`src/rtl/tlb_pkg.sv`:
```
package tlb_pkg;

   // where a fill is written
   typedef enum logic [1:0] {
      FILL_NONE  = 2'd0,   // nowhere: every slot valid and pinned
      FILL_MATCH = 2'd1,   // rewrite the matching entry
      FILL_FREE  = 2'd2,   // lowest invalid slot
      FILL_RR    = 2'd3    // round-robin victim
   } fill_src_e;

endpackage

```
`src/rtl/tlb_cam.sv`:
```
module tlb_cam #(
   parameter int ENTRIES = 16,
   parameter int VPN_W   = 20,
   parameter int ASID_W  = 8
) (
   input  logic [ENTRIES-1:0]             valid_vec,
   input  logic [ENTRIES-1:0][VPN_W-1:0]  vpn_tab,
   input  logic [ENTRIES-1:0][ASID_W-1:0] asid_tab,
   input  logic [VPN_W-1:0]               key_vpn,
   input  logic [ASID_W-1:0]              key_asid,
   output logic [ENTRIES-1:0]             hit_vec
);

   initial begin
      assert (VPN_W >= 1 && ASID_W >= 1)
         else $error("tlb_cam: key widths must be positive");
   end

   // one comparator per slot, all evaluated in parallel
   for (genvar g = 0; g < ENTRIES; g++) begin : g_cmp
      assign hit_vec[g] = valid_vec[g]
                          && (vpn_tab[g] == key_vpn)
                          && (asid_tab[g] == key_asid);
   end

endmodule

```
`src/rtl/tlb_victim.sv`:
```
module tlb_victim
   import tlb_pkg::*;
#(
   parameter int  ENTRIES = 16,
   localparam int IDX_W   = (ENTRIES > 1) ? $clog2(ENTRIES) : 1
) (
   input  logic               clk,
   input  logic               rst_n,
   input  logic               fill_valid,
   input  logic [ENTRIES-1:0] match_vec,
   input  logic [ENTRIES-1:0] valid_vec,
   input  logic [ENTRIES-1:0] wired_vec,
   output logic [IDX_W-1:0]   vic_idx,
   output fill_src_e          vic_src
);

   logic [IDX_W-1:0] rr_ptr;
   logic [IDX_W-1:0] match_idx, inv_idx, rr_idx;
   logic             match_any, inv_any, rr_any;
   int               slot;

   always_comb begin
      match_any = |match_vec;
      match_idx = '0;
      for (int i = 0; i < ENTRIES; i++) begin
         if (match_vec[i]) match_idx = IDX_W'(i);
      end

      // descending scan leaves the lowest invalid slot
      inv_any = 1'b0;
      inv_idx = '0;
      for (int i = ENTRIES - 1; i >= 0; i--) begin
         if (!valid_vec[i]) begin
            inv_any = 1'b1;
            inv_idx = IDX_W'(i);
         end
      end

      // descending offsets leave the nearest unpinned slot from the pointer
      rr_any = 1'b0;
      rr_idx = '0;
      slot   = 0;
      for (int k = ENTRIES - 1; k >= 0; k--) begin
         slot = int'(rr_ptr) + k;
         if (slot >= ENTRIES) slot = slot - ENTRIES;
         if (!wired_vec[slot]) begin
            rr_any = 1'b1;
            rr_idx = IDX_W'(slot);
         end
      end

      if (match_any) begin
         vic_src = FILL_MATCH;
         vic_idx = match_idx;
      end else if (inv_any) begin
         vic_src = FILL_FREE;
         vic_idx = inv_idx;
      end else if (rr_any) begin
         vic_src = FILL_RR;
         vic_idx = rr_idx;
      end else begin
         vic_src = FILL_NONE;
         vic_idx = '0;
      end
   end

   always_ff @(posedge clk or negedge rst_n) begin
      if (!rst_n) begin
         rr_ptr <= '0;
      end else if (fill_valid && vic_src == FILL_RR) begin
         rr_ptr <= (rr_idx == IDX_W'(ENTRIES - 1)) ? '0 : rr_idx + 1'b1;
      end
   end

   AST_RR_SKIPS_WIRED: assert property (@(posedge clk) disable iff (!rst_n)
      (vic_src == FILL_RR) |-> !wired_vec[vic_idx]);
   AST_FREE_SLOT_EMPTY: assert property (@(posedge clk) disable iff (!rst_n)
      (vic_src == FILL_FREE) |-> !valid_vec[vic_idx]);
   AST_RR_ONLY_WHEN_FULL: assert property (@(posedge clk) disable iff (!rst_n)
      (vic_src == FILL_RR) |-> (&valid_vec));

endmodule

```
`src/rtl/asid_tlb.sv`:
```
module asid_tlb
   import tlb_pkg::*;
#(
   parameter int ENTRIES = 16,
   parameter int VPN_W   = 20,
   parameter int PFN_W   = 20,
   parameter int ASID_W  = 8
) (
   input  logic              clk,
   input  logic              rst_n,
   input  logic              lk_valid,
   input  logic [VPN_W-1:0]  lk_vpn,
   input  logic [ASID_W-1:0] lk_asid,
   input  logic              lk_write,
   input  logic              fill_valid,
   input  logic [VPN_W-1:0]  fill_vpn,
   input  logic [ASID_W-1:0] fill_asid,
   input  logic [PFN_W-1:0]  fill_pfn,
   input  logic              fill_writable,
   input  logic              fill_wired,
   input  logic              flush_all,
   input  logic              flush_asid_en,
   input  logic [ASID_W-1:0] flush_asid,
   output logic              res_valid,
   output logic              res_hit,
   output logic [PFN_W-1:0]  res_pfn,
   output logic              res_writable,
   output logic              res_fault
);

   localparam int IDX_W = (ENTRIES > 1) ? $clog2(ENTRIES) : 1;

   initial begin
      assert (ENTRIES >= 2) else $error("asid_tlb: ENTRIES must be at least 2");
      assert (PFN_W >= 1)   else $error("asid_tlb: PFN_W must be positive");
   end

   // entry storage
   logic [ENTRIES-1:0]             e_valid, e_wired, e_writ;
   logic [ENTRIES-1:0][VPN_W-1:0]  e_vpn;
   logic [ENTRIES-1:0][ASID_W-1:0] e_asid;
   logic [ENTRIES-1:0][PFN_W-1:0]  e_pfn;

   logic [ENTRIES-1:0] lk_hit_vec, fl_hit_vec;
   logic [IDX_W-1:0]   vic_idx;
   fill_src_e          vic_src;
   logic               fill_do;
   logic [PFN_W-1:0]   rd_pfn;
   logic               rd_writ, rd_hit;

   tlb_cam #(.ENTRIES(ENTRIES), .VPN_W(VPN_W), .ASID_W(ASID_W)) u_cam_lookup (
      .valid_vec (e_valid),
      .vpn_tab   (e_vpn),
      .asid_tab  (e_asid),
      .key_vpn   (lk_vpn),
      .key_asid  (lk_asid),
      .hit_vec   (lk_hit_vec)
   );

   tlb_cam #(.ENTRIES(ENTRIES), .VPN_W(VPN_W), .ASID_W(ASID_W)) u_cam_fill (
      .valid_vec (e_valid),
      .vpn_tab   (e_vpn),
      .asid_tab  (e_asid),
      .key_vpn   (fill_vpn),
      .key_asid  (fill_asid),
      .hit_vec   (fl_hit_vec)
   );

   tlb_victim #(.ENTRIES(ENTRIES)) u_victim (
      .clk        (clk),
      .rst_n      (rst_n),
      .fill_valid (fill_valid),
      .match_vec  (fl_hit_vec),
      .valid_vec  (e_valid),
      .wired_vec  (e_wired),
      .vic_idx    (vic_idx),
      .vic_src    (vic_src)
   );

   assign fill_do = fill_valid && (vic_src != FILL_NONE);

   // one-hot OR mux of the hit entry
   always_comb begin
      rd_pfn  = '0;
      rd_writ = 1'b0;
      for (int i = 0; i < ENTRIES; i++) begin
         if (lk_hit_vec[i]) begin
            rd_pfn  = rd_pfn | e_pfn[i];
            rd_writ = rd_writ | e_writ[i];
         end
      end
      rd_hit = |lk_hit_vec;
   end

   // per-slot update: fill writes its target, flushes clear unpinned slots
   for (genvar g = 0; g < ENTRIES; g++) begin : g_slot
      logic tgt, drop;
      assign tgt  = fill_do && (vic_idx == IDX_W'(g));
      assign drop = !e_wired[g]
                    && (flush_all || (flush_asid_en && e_asid[g] == flush_asid));

      always_ff @(posedge clk or negedge rst_n) begin
         if (!rst_n) begin
            e_valid[g] <= 1'b0;
            e_wired[g] <= 1'b0;
            e_writ[g]  <= 1'b0;
            e_vpn[g]   <= '0;
            e_asid[g]  <= '0;
            e_pfn[g]   <= '0;
         end else if (tgt) begin
            e_valid[g] <= 1'b1;
            e_wired[g] <= fill_wired;
            e_writ[g]  <= fill_writable;
            e_vpn[g]   <= fill_vpn;
            e_asid[g]  <= fill_asid;
            e_pfn[g]   <= fill_pfn;
         end else if (drop) begin
            e_valid[g] <= 1'b0;
         end
      end

      AST_WIRED_STAYS: assert property (@(posedge clk) disable iff (!rst_n)
         (e_valid[g] && e_wired[g]) |=> e_valid[g]);
   end

   // registered result, one cycle after the request
   always_ff @(posedge clk or negedge rst_n) begin
      if (!rst_n) begin
         res_valid    <= 1'b0;
         res_hit      <= 1'b0;
         res_pfn      <= '0;
         res_writable <= 1'b0;
         res_fault    <= 1'b0;
      end else begin
         res_valid    <= lk_valid;
         res_hit      <= lk_valid && rd_hit;
         res_pfn      <= (lk_valid && rd_hit) ? rd_pfn : '0;
         res_writable <= lk_valid && rd_hit && rd_writ;
         res_fault    <= lk_valid && rd_hit && lk_write && !rd_writ;
      end
   end

   AST_RES_FOLLOWS_REQ: assert property (@(posedge clk) disable iff (!rst_n)
      lk_valid |=> res_valid);
   AST_RES_IDLE: assert property (@(posedge clk) disable iff (!rst_n)
      !lk_valid |=> !res_valid && !res_hit);
   AST_SINGLE_MATCH: assert property (@(posedge clk) disable iff (!rst_n)
      $onehot0(lk_hit_vec));
   AST_FAULT_NEEDS_HIT: assert property (@(posedge clk) disable iff (!rst_n)
      res_fault |-> (res_hit && !res_writable));
   AST_FILL_LANDS: assert property (@(posedge clk) disable iff (!rst_n)
      fill_do |=> (|e_valid));

endmodule

```
`config.mk`:
```
export PLATFORM = sky130hd
export DESIGN_NAME = asid_tlb
export DESIGN_NICKNAME = d
export VERILOG_FILES = /design/src/rtl/tlb_pkg.sv /design/src/rtl/tlb_cam.sv /design/src/rtl/tlb_victim.sv /design/src/rtl/asid_tlb.sv
export SDC_FILE = /design/constraint.sdc
export NUM_CORES = 2
export LEC_CHECK = 0
export BUFFER_PORTS_ARGS = -buffer_cell sky130_fd_sc_hd__buf_2
export CAP_MARGIN = 10
export CORE_AREA = 2 2 318 320
export CTS_CLUSTER_DIAMETER = 30
export DETAILED_ROUTE_END_ITERATION = 8
export DIE_AREA = 0 0 320 322
export GPL_TIMING_DRIVEN = 0
export PLACE_DENSITY_LB_ADDON = 0.12
export REMOVE_ABC_BUFFERS = 1
export SYNTH_ARGS = -nofsm -noshare
export SYNTH_HDL_FRONTEND = slang
export SYNTH_SLANG_ARGS = --single-unit
```
`constraint.sdc`:
```
create_clock -name clk -period 5.28 [get_ports clk]
set_clock_uncertainty 0.05 [all_clocks]
set_input_delay 1.584 -clock clk [delete_from_list [all_inputs] [get_ports clk]]
set_output_delay 1.584 -clock clk [all_outputs]
set_load 0.1 [all_outputs]
```
* Yosys cells after proc, flatten, opt, wreduce, memory -nomap -nowiden *
Index checks and enable logic that the tools add are counted.

word-level totals
  output and inout bits = 24
  input bits = 93
  register bits after elaboration = 844

operators by class
  reduce and logical (&&, ||, !) cells = 171
  $lt $le $gt $ge = 32
  add/sub/neg operators = 32
  equality and inequality tests = 97
  bitwise operators = 30
  mux-type cells = 215

operators by type and width
  kind                                                  count
  == test 20 bit                                        32
  < comparator 32 x 6 -> 1 bit, second input constant   16
  two-way mux 32 bit                                    16
  >= comparator 32 x 6 -> 1 bit, second input constant  15
  subtractor 32 x 6 -> 32 bit, second input constant    15
  == test 8 bit                                         48
  two-way mux 20 bit                                    17
  bitwise OR 20 bit                                     15
  two-way mux 4 bit                                     50
  logical AND 1 bit                                     118
  two-way mux 1 bit                                     113
  binary-select mux 1 bit (select 4 bit)                16
  adder 4 x 4 -> 5 bit, second input constant           8
  == test 4 bit, second input constant                  9
  nonzero test 2 bit                                    17
  OR reduction 16 bit                                   2
  adder 4 x 3 -> 5 bit, second input constant           4
  zero test 1 bit                                       17
  == test 4 x 3 -> 1 bit, second input constant         4
  logical OR 1 bit                                      16
  bitwise OR 1 bit                                      15
  adder 4 x 2 -> 5 bit, second input constant           2
  == test 4 x 2 -> 1 bit, second input constant         2
  two-way mux 2 bit                                     3
  other kinds (7)                                       7

* Depth between registers and ports, before layout *
  depth after elaboration = 36
  depth in mapped cells = 22
  mapped depth without buffers = 14

* Cells and area by module *
Synthesis repeated with hierarchy kept, for this count alone.

second synthesis, totals
  cell total of the unflattened synthesis = 4044
  area, all modules = 48704.2 µm²

by module, submodules not included
  module      seq. area each (µm²)  times used  cells an instance  area each (µm²)
  asid_tlb    21020.2               1           2357               34705.8
  tlb_cam     0.0                   2           664                5397.7
  tlb_victim  100.1                 1           359                3203.1

* Least setup slack after synthesis *
No wires, ideal clock.

  kind = register to register
  start point = reg u_victim.rr_ptr[1]
  end point = reg e_asid[24] (netlist bit)
  required time = 5105 ps
  setup time = 125 ps
  path slack = -79 ps
  data arrival time = 5184 ps
  cell stages (with the launch flop) = 22
  path through = dfrtp_1 -> buf_4 -> buf_4 -> buf_1 -> inv_1 -> ha_1 -> buf_4 -> buf_6 -> mux2i_1 -> mux4_2 -> mux2_2 -> a21boi_0 -> a2111oi_0 -> or4b_1 -> o22ai_2 -> a211oi_1 -> or2_1 -> buf_2 -> or4_1 -> buf_2 -> buf_6 -> mux2_4

on the way
  word-level cells in the longest chain between the ends = 28
  elaborated cells on any way between the ends = 153
  classes of those cells = add/sub: 31; order compare: 16; eq/ne: 1; mux: 102; reduce/logical: 3

RTL lines
  item                                                                          RTL line          source
  start: declaration                                                            tlb_victim.sv:17  logic [IDX_W-1:0] rr_ptr;
  start signal: assignment                                                      tlb_victim.sv:71  rr_ptr <= (rr_idx == IDX_W'(ENTRIES - 1)) ? '0 : rr_idx + 1'b1;
  adder 4 x 4 -> 5 bit                                                          tlb_victim.sv:44  slot = int'(rr_ptr) + k;
  subtractor 32 x 6 -> 32 bit or >= comparator 32 x 6 -> 1 bit (tied branches)  tlb_victim.sv:45  if (slot >= ENTRIES) slot = slot - ENTRIES;
  two-way mux 32 bit                                                            tlb_victim.sv:45
  binary-select mux 1 bit (select 4 bit)                                        tlb_victim.sv:46  if (!wired_vec[slot]) begin
  two-way mux 1 bit (implied by the code) (2 in a row)                          tlb_victim.sv:46
  two-way mux 1 bit (16 in a row)                                               tlb_victim.sv:46
  two-way mux 2 bit                                                             tlb_victim.sv:58  end else if (rr_any) begin
  two-way mux 2 bit                                                             tlb_victim.sv:55  end else if (inv_any) begin
  two-way mux 2 bit                                                             tlb_victim.sv:52  if (match_any) begin
  nonzero test 2 bit                                                            asid_tlb.sv:80    assign fill_do = fill_valid && (vic_src != FILL_NONE);
  logical AND 1 bit                                                             asid_tlb.sv:80
  logical AND 1 bit (*)                                                         asid_tlb.sv:98    assign tgt = fill_do && (vic_idx == IDX_W'(g));
  end signal: indexed assignment                                                asid_tlb.sv:115   e_asid[g] <= fill_asid;
  end: declaration                                                              asid_tlb.sv:41    logic [ENTRIES-1:0][ASID_W-1:0] e_asid;

Mark *: on every way between the ends. The rest lies on a longest branch, timed or not. The select of a mux whose other input is x is not followed.
A chain may end at the register's enable or synchronous reset.

* Final worst setup path *
  start point = in fill_asid[5]
  end point = reg e_pfn[298] (netlist bit)

on the way
  word-level cells in the longest chain between the ends = 20
  elaborated cells on any way between the ends = 54
  classes of those cells = eq/ne: 17; mux: 17; reduce/logical: 20

RTL lines
  item                             RTL line          source
  start: declaration               asid_tlb.sv:17    input logic [ASID_W-1:0] fill_asid,
  == test 8 bit                    tlb_cam.sv:23     && (asid_tab[g] == key_asid);
  logical AND 1 bit                tlb_cam.sv:23
  two-way mux 1 bit                tlb_victim.sv:26  if (match_vec[i]) match_idx = IDX_W'(i);
  two-way mux 4 bit (14 in a row)  tlb_victim.sv:26
  two-way mux 4 bit                tlb_victim.sv:52
  == test 4 bit                    asid_tlb.sv:98
  logical AND 1 bit (*)            asid_tlb.sv:98
  end signal: indexed assignment   asid_tlb.sv:116   e_pfn[g] <= fill_pfn;
  end: declaration                 asid_tlb.sv:42    logic [ENTRIES-1:0][PFN_W-1:0] e_pfn;

Mark *: on every way between the ends. The rest lies on a longest branch, timed or not.

==> out/metrics.csv <==
stage,metric,value,unit
logic_synthesis,"Cell Area, Synth",49400,µm²
floorplan,Die Width,320,µm
routing,Final ANT Viol Nets,0,
floorplan,core area,99600,µm²
routing,WL per Instance,31.0,µm
routing,vias per inst,6.36,
setup_path,crit path max fanout,33,
logic_synthesis,largest family of logic cells by synthesized area,multiplexers,
timing,Fin. Hold Viols,0,
worst_hold_path,hold_sp,e_pfn[84]$_DFFE_PN0P_,
timing,final setup fails,12,
place,GP Congestion,0.937,
timing,Setup TNS Final,-0.156,ns
logic_synthesis,post-synthesis adder-cell area fraction,0.00203,
timing,worst slew pin tran,1.24,ns
timing,Tmin final,5.31,ns
finish,layout cells sized above 1,0.339,
power_and_ir_drop,clock share of power,0.500,
setup_path,critical path required time,5.90,ns
logic_synthesis,synthesized area per cell,11.8,µm²
setup_path,critical path endpoint category,flop,
logic_synthesis,main area contributors after synthesis,"dfrtp_1 43%, mux2_2 14%, xnor2_1 9.4%",
power_and_ir_drop,Switch Pwr,7.30,mW
setup_path,R2R depth,17,
global_route,vias in the first global route,37700,
routing,DR pass1 iterations,6,
place,placed cell areas,51900,µm²
place,IO buf count,116,
logic_synthesis,asr flop ratio synth,1.00,
timing,Max Clk Rate,0.188,GHz
clock_tree,Root Driver,clkbuf_16,
place,worst slack at placement,-2.84,ns
clock_tree,CTS tree,done,
logic_synthesis,Yosys warning count,0,
global_route,initial antenna violation count,2,
power_and_ir_drop,worst vdd ir,0.354,mV
worst_hold_path,Hold Crit Depth,1,
logic_synthesis,Post-synth top cells,"844 x dfrtp_1, 610 x mux2_2, 528 x xnor2_1",
logic_synthesis,post-synthesis cell type count,78,
power_and_ir_drop,Comb pwr share,0.180,
routing,DRC violations left,0,
logic_synthesis,Post-synth EDFFs,0,
setup_path,Critical R2R Capture,e_pfn[298]$_DFFE_PN0P_,
power_and_ir_drop,Leak,27.2,nW
worst_hold_path,hold endpoint,e_pfn[84]$_DFFE_PN0P_,
finish,nets@finish,4483,
floorplan,initial core utilization,0.496,
logic_synthesis,most numerous cell in the Yosys netlist,dfrtp_1,
place,Post-DP HPWL,107000,µm
logic_synthesis,post-synth top area share,0.428,
finish,final instance area,60500,µm²
logic_synthesis,ys flop type,dfrtp_1,
routing,initial DRC count,3777,
floorplan,FP Rows,116,
clock_tree,Num CTS Buffers,197,
logic_synthesis,cell taking the most area after synthesis,dfrtp_1,
clock_tree,Skew-Pair Late Insertion Delay,0.82,ns
finish,final core utilization,0.608,
power_and_ir_drop,Pint,18.3,mW
logic_synthesis,register area share after synthesis,0.428,
logic_synthesis,post-synthesis mux area share,0.216,
routing,via count,37200,
logic_synthesis,Synth Area in Compound Gates,0.0502,
worst_hold_path,Hold Crit Class,flop to flop,
power_and_ir_drop,power per cell area,424,nW/µm²
clock_tree,CTS Sinks,844,
clock_tree,Clock Path Buffers,3,
clock_tree,hold_buf cts,0,
power_and_ir_drop,Overall Power,25.7,mW
timing,unrepaired setup endpoints after global routing,true,
outcome,failing checks,setup timing,
setup_path,crit path launch type,primary input,
flow_run,number of max-cap violations,0,
setup_path,kind of critical path,primary input to flop,
setup_path,Worst R2R Setup Slack,0.05,ns
timing,Worst slew margin,0.176,
timing,Final WS setup,-0.0307,ns
routing,DRT Wirelength,182000,µm
global_route,Total GRT Usage,0.351,
timing,Final period util,1.01,
floorplan,I/O pin total,117,
logic_synthesis,simple-gate share of the synthesized area,0.0866,
floorplan,die area,103000,µm²
finish,final std cells w/o fill,5850,
power_and_ir_drop,sequential power share,0.320,
setup_path,r2r startpoint,u_victim.rr_ptr[0]$_DFFE_PN0P_,
finish,area delta synth->final,22.6,%
logic_synthesis,"FF+latch count, synth",844,
outcome,status,finished with violations,
logic_synthesis,Cells after Synth,4194,
setup_path,arrival time at the worst endpoint,5.93,ns
clock_tree,"CTS clk-pin slew, worst paths",0.05,ns
global_route,largest net degree at the start of global routing,122,
global_route,grt total ovfl,0,
timing,Slew Limit Fails,0,
global_route,first-pass GRT wire length,263000,µm
logic_synthesis,xor-xnor portion of the synthesized cell area,0.184,
timing,Min Hold Slack,0.435,ns
place,placed insts,5402,
floorplan,die height,322,µm
clock_tree,# H-tree levels,4,
power_and_ir_drop,switching part of the total,0.285,
area by class of cell:
type / count / area, µm²
Antenna cell: 1 / 2.50
Clock buffer: 261 / 5590
Clock inverter: 107 / 1560
Fill cell: 7863 / 39000
Inverter: 23 / 98.8
Multi-Input combinational cell: 2984 / 27300
Sequential cell: 844 / 21100
Tap cell: 1298 / 1620
Timing Repair Buffer: 332 / 3210
how the worst max path moves through the flow:
stage	start	to	slack (ns)	cells past startpoint
finish	fill_asid[5]	e_pfn[298]$_DFFE_PN0P_	-0.03	16
global route	u_victim.rr_ptr[1]$_DFFE_PN0P_	e_pfn[82]$_DFFE_PN0P_	-0.07	19
CTS	u_victim.rr_ptr[0]$_DFFE_PN0P_	e_pfn[82]$_DFFE_PN0P_	0.02	17
detailed placement	u_victim.rr_ptr[1]$_DFFE_PN0P_	e_pfn[236]$_DFFE_PN0P_	-2.84	14
global placement	rst_n	e_pfn[287]$_DFFE_PN0P_	-16.28	1
floorplan	u_victim.rr_ptr[0]$_DFFE_PN0P_	e_asid[32]$_DFFE_PN0P_	-4.91	12
layout by cell type, fill, tap and decap left out, types with 17 or more instances in the layout:
cell type  count
dfrtp_1      840
mux2_2       609
nand2_1       91
xor2_1       503
buf_8         17
o21ai_0       36
or2_2         18
bufinv_16     27
clkinv_2      40
buf_2         86
nor4_1       154
clkbuf_8      47
buf_4        140
xnor2_1      524
clkbuf_16    198
a22o_1        51
inv_1         19
mux2_4       103
a21oi_1       23
mux2_1       105
mux2i_1       26
nand3_1       46
nand4_1      210
buf_16        17
nor3_1        30
a221oi_1      58
nor3b_1       17
a31oi_1       44
a22oi_1       37
mux4_2        32
nor2_1        28
clkbuf_1      22
buf_12        20
buf_6         44
nand2b_1      23
nor4_2        19
cell families (layout without fill, tap and decap cells):
| kind of cell | Yosys count | count (layout) |
|---|---|---|
| xor gates and xnor gates | 1035 | 1035 |
| muxes | 884 | 884 |
| DFF | 844 | 844 |
| and+or+nand+nor | 723 | 728 |
| buffers and inverters | 371 | 723 |
| AOI/OAI and AO/OA | 329 | 329 |
| adders and majority gates | 8 | 8 |
| other | 0 | 1 |
power groups by stage:
stage          logic [mW]  clock network (mW)  registers, mW
2_1_floorplan        2.94                   0           8.01
3_3_place_gp         4.14                   0           8.25
3_5_place_dp         4.22                   0           8.26
4_1_cts              4.45                12.9           8.19
5_1_grt              4.88                13.3           8.31
6_report             4.61                12.8           8.21
routing by layer:
metal  track usage  wire length [µm]
met2         0.550             81800
met3        0.0708             16200
met4         0.168              9370
met1         0.469             74200
met5             0                13
critical path, cell delays in order:
cell	delay [ns]
buf_6	0.40
xnor2_1	0.22
nand4_1	0.13
nor4_1	0.37
nand4_1	0.14
buf_4	0.20
a221oi_1	0.42
o211ai_1	0.24
a31oi_2	0.35
nor3_4	0.09
or2_4	0.35
nor4_4	0.46
buf_6	0.20
buf_8	0.15
buf_8	0.17
mux2_2	0.34
flip-flops by register name, indices dropped and copies added, names as in the netlist:
register	flops
u_victim.rr_ptr	4
res_valid	1
e_valid	16
res_writable	1
res_pfn	20
e_asid	128
e_wired	16
e_pfn	320
res_hit	1
res_fault	1
e_writ	16
e_vpn	320
timing repair:
item	in CTS	in global routing
setup buffers	44	29
cloned	5	1
pin swaps	22	16
setup endpoints to repair	820	575
resized for setup	120	76
No activity file was read; power rests on OpenSTA's default activity.
